===== config.mk =====
export PLATFORM = sky130hd
export DESIGN_NAME = chr_bank_map
export DESIGN_NICKNAME = d
export VERILOG_FILES = /design/src/rtl/chr_bank_pkg.sv /design/src/rtl/chr_wr_decode.sv /design/src/rtl/chr_bank_file.sv /design/src/rtl/chr_slice_sel.sv /design/src/rtl/chr_bank_map.sv
export SDC_FILE = /design/constraint.sdc
export NUM_CORES = 1
export LEC_CHECK = 0
export BUFFER_PORTS_ARGS = -buffer_cell sky130_fd_sc_hd__buf_4
export CORE_MARGIN = 2
export CORE_UTILIZATION = 50
export DETAILED_ROUTE_END_ITERATION = 16
export GPL_ROUTABILITY_DRIVEN = 0
export PLACE_DENSITY = 0.75
export RECOVER_POWER = 25
export SYNTH_ARGS = -nofsm -noshare
export SYNTH_HDL_FRONTEND = slang
export SYNTH_SLANG_ARGS = --single-unit
export TNS_END_PERCENT = 100

===== constraint.sdc =====
create_clock -name clk -period 1.8 [get_ports clk]
set_input_delay 0.36 -clock clk [delete_from_list [all_inputs] [get_ports clk]]
set_output_delay 0.36 -clock clk [all_outputs]
set_load 0.03 [all_outputs]

===== src/rtl/chr_bank_pkg.sv =====
package chr_bank_pkg;
  localparam int NIB_W  = 4;
  localparam int BANK_W = 2 * NIB_W;

  typedef enum logic [1:0] {
    SEL_EVEN_LO = 2'd0,
    SEL_EVEN_HI = 2'd1,
    SEL_ODD_LO  = 2'd2,
    SEL_ODD_HI  = 2'd3
  } nib_sel_e;

  typedef struct packed {
    logic     valid;
    nib_sel_e sel;
  } low_dec_t;

  // Offset within a register group -> which half of which register
  function automatic low_dec_t decode_low(input logic [11:0] low);
    low_dec_t d;
    d.valid = 1'b1;
    d.sel   = SEL_EVEN_LO;
    case (low)
      12'h000:          d.sel = SEL_EVEN_LO;
      12'h002, 12'h040: d.sel = SEL_EVEN_HI;
      12'h004, 12'h080: d.sel = SEL_ODD_LO;
      12'h006, 12'h0C0: d.sel = SEL_ODD_HI;
      default:          d.valid = 1'b0;
    endcase
    return d;
  endfunction

  // Replace one half of a bank number, keep the other
  function automatic logic [BANK_W-1:0] merge_nib(input logic [BANK_W-1:0] old,
                                                  input logic [NIB_W-1:0]  nib,
                                                  input logic              hi);
    return hi ? {nib, old[NIB_W-1:0]} : {old[BANK_W-1:NIB_W], nib};
  endfunction
endpackage


===== src/rtl/chr_wr_decode.sv =====
module chr_wr_decode
  import chr_bank_pkg::*;
#(
  parameter int ADDR_W    = 16,
  parameter int NUM_REGS  = 8,
  parameter int GRP_FIRST = 'hB
) (
  input  logic                cpu_wr,
  input  logic [ADDR_W-1:0]   cpu_addr,
  output logic [NUM_REGS-1:0] wr_en,
  output logic                wr_hi
);
  localparam int NUM_GRP = NUM_REGS / 2;
  localparam int GRP_W   = ADDR_W - 12;

  low_dec_t           dec;
  logic [NUM_GRP-1:0] grp_hit;

  always_comb begin
    dec   = decode_low(cpu_addr[11:0]);
    wr_hi = dec.sel[0];
  end

  for (genvar g = 0; g < NUM_GRP; g++) begin : g_grp
    assign grp_hit[g] = (cpu_addr[ADDR_W-1:12] == GRP_W'(GRP_FIRST + g));
    for (genvar k = 0; k < 2; k++) begin : g_half
      assign wr_en[2*g+k] = cpu_wr && dec.valid && grp_hit[g] && (dec.sel[1] == k[0]);
    end
  end
endmodule


===== src/rtl/chr_bank_file.sv =====
module chr_bank_file
  import chr_bank_pkg::*;
#(
  parameter int NUM_REGS = 8
) (
  input  logic                         clk,
  input  logic                         rst_n,
  input  logic [NUM_REGS-1:0]          wr_en,
  input  logic                         wr_hi,
  input  logic [NIB_W-1:0]             wr_nib,
  output logic [NUM_REGS*BANK_W-1:0]   bank_flat
);
  for (genvar i = 0; i < NUM_REGS; i++) begin : g_reg
    logic [BANK_W-1:0] q;
    always_ff @(posedge clk) begin
      if (!rst_n)        q <= '0;
      else if (wr_en[i]) q <= merge_nib(q, wr_nib, wr_hi);
    end
    assign bank_flat[i*BANK_W +: BANK_W] = q;
  end
endmodule


===== src/rtl/chr_slice_sel.sv =====
module chr_slice_sel
  import chr_bank_pkg::*;
#(
  parameter int NUM_REGS = 8,
  parameter int SLICE_W  = 10
) (
  input  logic [NUM_REGS*BANK_W-1:0]         bank_flat,
  input  logic [SLICE_W+$clog2(NUM_REGS)-1:0] ppu_addr,
  output logic [BANK_W-1:0]                  bank_out,
  output logic [SLICE_W-1:0]                 offset_out
);
  localparam int SEL_W = $clog2(NUM_REGS);

  logic [SEL_W-1:0] slice;

  always_comb begin
    slice      = ppu_addr[SLICE_W +: SEL_W];
    offset_out = ppu_addr[SLICE_W-1:0];
    bank_out   = '0;
    for (int i = 0; i < NUM_REGS; i++)
      if (slice == SEL_W'(i)) bank_out = bank_flat[i*BANK_W +: BANK_W];
  end
endmodule


===== src/rtl/chr_bank_map.sv =====
module chr_bank_map
  import chr_bank_pkg::*;
#(
  parameter int ADDR_W   = 16,
  parameter int NUM_REGS = 8,
  parameter int SLICE_W  = 10,
  parameter int PPU_W    = SLICE_W + $clog2(NUM_REGS)
) (
  input  logic               clk,
  input  logic               rst_n,
  input  logic               cpu_wr,
  input  logic [ADDR_W-1:0]  cpu_addr,
  input  logic [NIB_W-1:0]   cpu_nib,
  input  logic [PPU_W-1:0]   ppu_addr,
  output logic [BANK_W-1:0]  bank_out,
  output logic [SLICE_W-1:0] offset_out
);
  logic [NUM_REGS-1:0]        wr_en;
  logic                       wr_hi;
  logic [NUM_REGS*BANK_W-1:0] bank_flat;

  chr_wr_decode #(.ADDR_W(ADDR_W), .NUM_REGS(NUM_REGS)) u_dec (
    .cpu_wr(cpu_wr), .cpu_addr(cpu_addr), .wr_en(wr_en), .wr_hi(wr_hi)
  );

  chr_bank_file #(.NUM_REGS(NUM_REGS)) u_file (
    .clk(clk), .rst_n(rst_n), .wr_en(wr_en), .wr_hi(wr_hi),
    .wr_nib(cpu_nib), .bank_flat(bank_flat)
  );

  chr_slice_sel #(.NUM_REGS(NUM_REGS), .SLICE_W(SLICE_W)) u_sel (
    .bank_flat(bank_flat), .ppu_addr(ppu_addr),
    .bank_out(bank_out), .offset_out(offset_out)
  );
endmodule


==> impl_results.md <==
* Endpoint arrival time on the critical path at 1.62 ns
* Crit path time final at 1.98 ns
* Max IR drop VDD at 0.000533 V
* Starting utilization of the core area at 52.1%
* Number of max-cap violations at 0
* Critical R2R Capture: u_file.g_reg[0].q[3]$_SDFFE_PN0P_
* CP max FO at 2
* Worst Setup SP: u_file.g_reg[0].q[5]$_SDFFE_PN0P_
* Critical path class: flop to output pin
* Final worst hold slack at 0.459 ns
* Minimum setup slack in the final design at -0.176 ns
* Dpl hpwl at 5420 um
* Number of cells on the worst reg-to-reg path at 3
* Maximum clock frequency at 506 MHz
* Hold Violations, Final at 0
* Number of distinct library cell variants in the gate-level netlist after synthesis at 32
* Top cells by instance count after synthesis: nand2_1 (76), mux2i_1 (69), dfxtp_1 (64), nor2_1 (19), clkbuf_1 (16)
* Hold buffers post-CTS at 0
* Area after DPL at 3600 sq um
* Worst slack at placement at -0.249 ns
* Placed cell count at 446
* Clock buffer count from CTS at 9
* Final routed DRC violation total at 0
* Area of combinational cells with multiple inputs at ~1800 sq um
* Max Slew Vio Count at 0
* Quantity of I/O buffers inserted on ports at 33
* Total length of routed met3 wires at 409 um
* Clk sink count at 64
* CP required at 1.44 ns
* Post-synthesis cell count at 330
* H-Tree Depth at 3
* Critical register-to-register path startpoint: u_file.g_reg[0].q[3]$_SDFFE_PN0P_
* Syn-to-layout area delta at 30.0%
* Measured slew at the worst slew-check pin at around 0.64 ns
* Pwr Density at between 700 and 800 nW/um^2
* Filler-free cell count of the finished design at 467
* Mapped Area at 3110 sq um
* Fraction of layout instances using a drive strength above 1 at 33.7%
* Static Leak at between 1.5 and 2 nW
* Category of the worst setup path capture point: output pin
* Number of DRC markers in iteration 0 at approximately 300
* Average detailed-routed wire length per instance at 18.2 um
* Top Registers: u_file.g.q x64
* Fraction of synthesized cell area taken by the top area cell type at 41.3%
* Number of nets in the final layout at roughly 420
* GRT Util Overall at 23.8%
* Number of placement rows at 28
* Crit start category: flop
* Top reg by flops: u_file.g.q
* Failing checks: negative setup slack
* Setup-violating endpoint count in the final report at 8
* Run status: finished with violations
* Cell accounting for the most synthesized area: dfxtp_1
* Vias after detailed routing at 2654
* Largest net degree at the start of global routing at 40
* CTS tree: yes
* Number of antenna violations at the first check in global routing at 0
* Maximum clock path buffer count at 2
* Final wirelength at 8510 um
* RSZ-0062 raised after global routing: yes
* Antenna cell count at 0
* Post-synthesis area per instance at between 9 and 10 sq um
* Class of the worst hold path: flop to flop
* Overall die width at about 83 um
* Cell with the most instances after synthesis: nand2_1
* First-pass GRT wire length at 13100 um
* Top flip-flop cell by instance count after synthesis: dfxtp_1
* Flip-flop and latch count after synthesis at 64
* Number of warnings reported in the yosys synthesis log at 0
* Register Area at 1290 sq um
* Post-detailed-route via-to-cell ratio at 5.68
* M1 WL at approximately 3800 um
* Share of flip-flops with an asynchronous set or reset after synthesis at 0%
* Drt first pass iters at 5
* Top-level I/O count at 54
* Worst Clk Skew at 0 ns
* Number of nets produced by synthesis at 366
* Leading post-synthesis cells by cell area: dfxtp_1 (41%), mux2i_1 (22%), nand2_1 (9.2%)
* Max-Slew Margin vs Limit at 57.0%
* Flip-flop count of the largest register after layout at 64
* Gr ovfl total at 0
* Number of enable flip-flop cells after synthesis at 0
* Filler cell count in the final layout at 424
* Core region area at 5960 sq um
* Die area at 6860 sq um
* Clock edge transition at the registers on the reported setup and hold paths at 0.08 ns
* DRT antenna net count at 0
* Cell chosen for the clock root: clkbuf_8
* Final worst path period share at 110%
* Post-layout instance area at 4040 sq um
* Via count of the first global-routing pass at 2622
* Highest layer used for signal routing: met4
* Die boundary height at just over 80 um
* Share of synthesized area occupied by flip-flops and latches at 41.3%
* WL met2 at 4000 um
* Insertion delay to the later sink of the worst-skew pair at 0.34 ns
* Reg2reg setup slack at 1.04 ns
* Crit path to: bank_out[5]
[layout by cell type (no fill, tap or decap), types with 3 or more instances in the layout]
master	synthesis	layout
dfxtp_2	0	9
buf_6	0	11
nor2_1	19	19
clkbuf_2	0	3
nor2b_4	0	3
nor2b_1	8	3
a21oi_1	7	6
clkbuf_8	0	9
nand4_1	4	4
nor3_1	3	3
mux4_2	6	6
a2111oi_4	0	3
nand2_1	76	76
mux2i_1	69	69
buf_4	10	61
dfxtp_1	64	55
[timing repair]
action | CTS | global route
setup endpoints to repair | 8 | 8
resized for setup | 25 | 30
setup buffers | 1 | 4
pin swaps | 7 | 6
[layer usage]
metal	vias to the layer above	GRT usage, %
met1	1296	33.4
met5	-	0
met2	77	36.3
li1	1255	-
met3	26	3.48
met4	0	11.0
[critical path, stage by stage (launching register included)]
cell       delay, ns
dfxtp_2         0.33
nor2b_4         0.16
a2111oi_4       0.04
a2111oi_2       0.38
a22o_2          0.22
buf_6           0.13
[how the worst min path moves through the flow]
| stage | from | end | slack [ns] | depth (start not counted) |
|---|---|---|---|---|
| finish | u_file.g_reg[3].q[3]$_SDFFE_PN0P_ | u_file.g_reg[3].q[3]$_SDFFE_PN0P_ | 0.46 | 2 |
| global route | u_file.g_reg[7].q[4]$_SDFFE_PN0P_ | u_file.g_reg[7].q[4]$_SDFFE_PN0P_ | 0.48 | 2 |
| CTS | u_file.g_reg[4].q[6]$_SDFFE_PN0P_ | u_file.g_reg[4].q[6]$_SDFFE_PN0P_ | 0.46 | 2 |
| detailed placement | u_file.g_reg[4].q[4]$_SDFFE_PN0P_ | u_file.g_reg[4].q[4]$_SDFFE_PN0P_ | 0.45 | 2 |
| global placement | u_file.g_reg[0].q[6]$_SDFFE_PN0P_ | u_file.g_reg[0].q[6]$_SDFFE_PN0P_ | 0.44 | 2 |
| floorplan | u_file.g_reg[4].q[6]$_SDFFE_PN0P_ | u_file.g_reg[4].q[6]$_SDFFE_PN0P_ | 0.43 | 2 |
[power by group]
group | switching, mW | total (mW) | leakage (nW) | internal [mW]
clock network | 0.604 | 1.39 | 0.110 | 0.781
registers | 0.0000135 | 1.41 | 0.520 | 1.41
logic | 0.167 | 0.306 | 0.959 | 0.139
[per-stage QoR]
step / TNS (ns) / util [%] / total power, mW
global placement: -1.43 / 60.4 / 1.70
detailed placement: -1.95 / 60.4 / 1.70
CTS: -1.12 / 65.5 / 3.07
global route: -1.59 / 67.8 / 3.19
floorplan: -0.0238 / - / 1.62
finish: -0.950 / 67.8 / 3.11
[logic make-up after synthesis]
family / synth area share, %
simple gates: 18.4
mux: 27.7
flops: 41.3
buf+inv: 5.48
compound gates: 6.61
xor+xnor: 0.564
[layout make-up]
type                            instances  share of cell area [%]
Sequential cell                        64                    32.0
Inverter                                2                   0.279
Clock inverter                          7                    2.36
Tap cell                               75                    2.32
Timing Repair Buffer                   78                    15.6
Multi-Input combinational cell        232                    44.4
Clock buffer                            9                    3.07
Power figures use the tool's default switching activity.
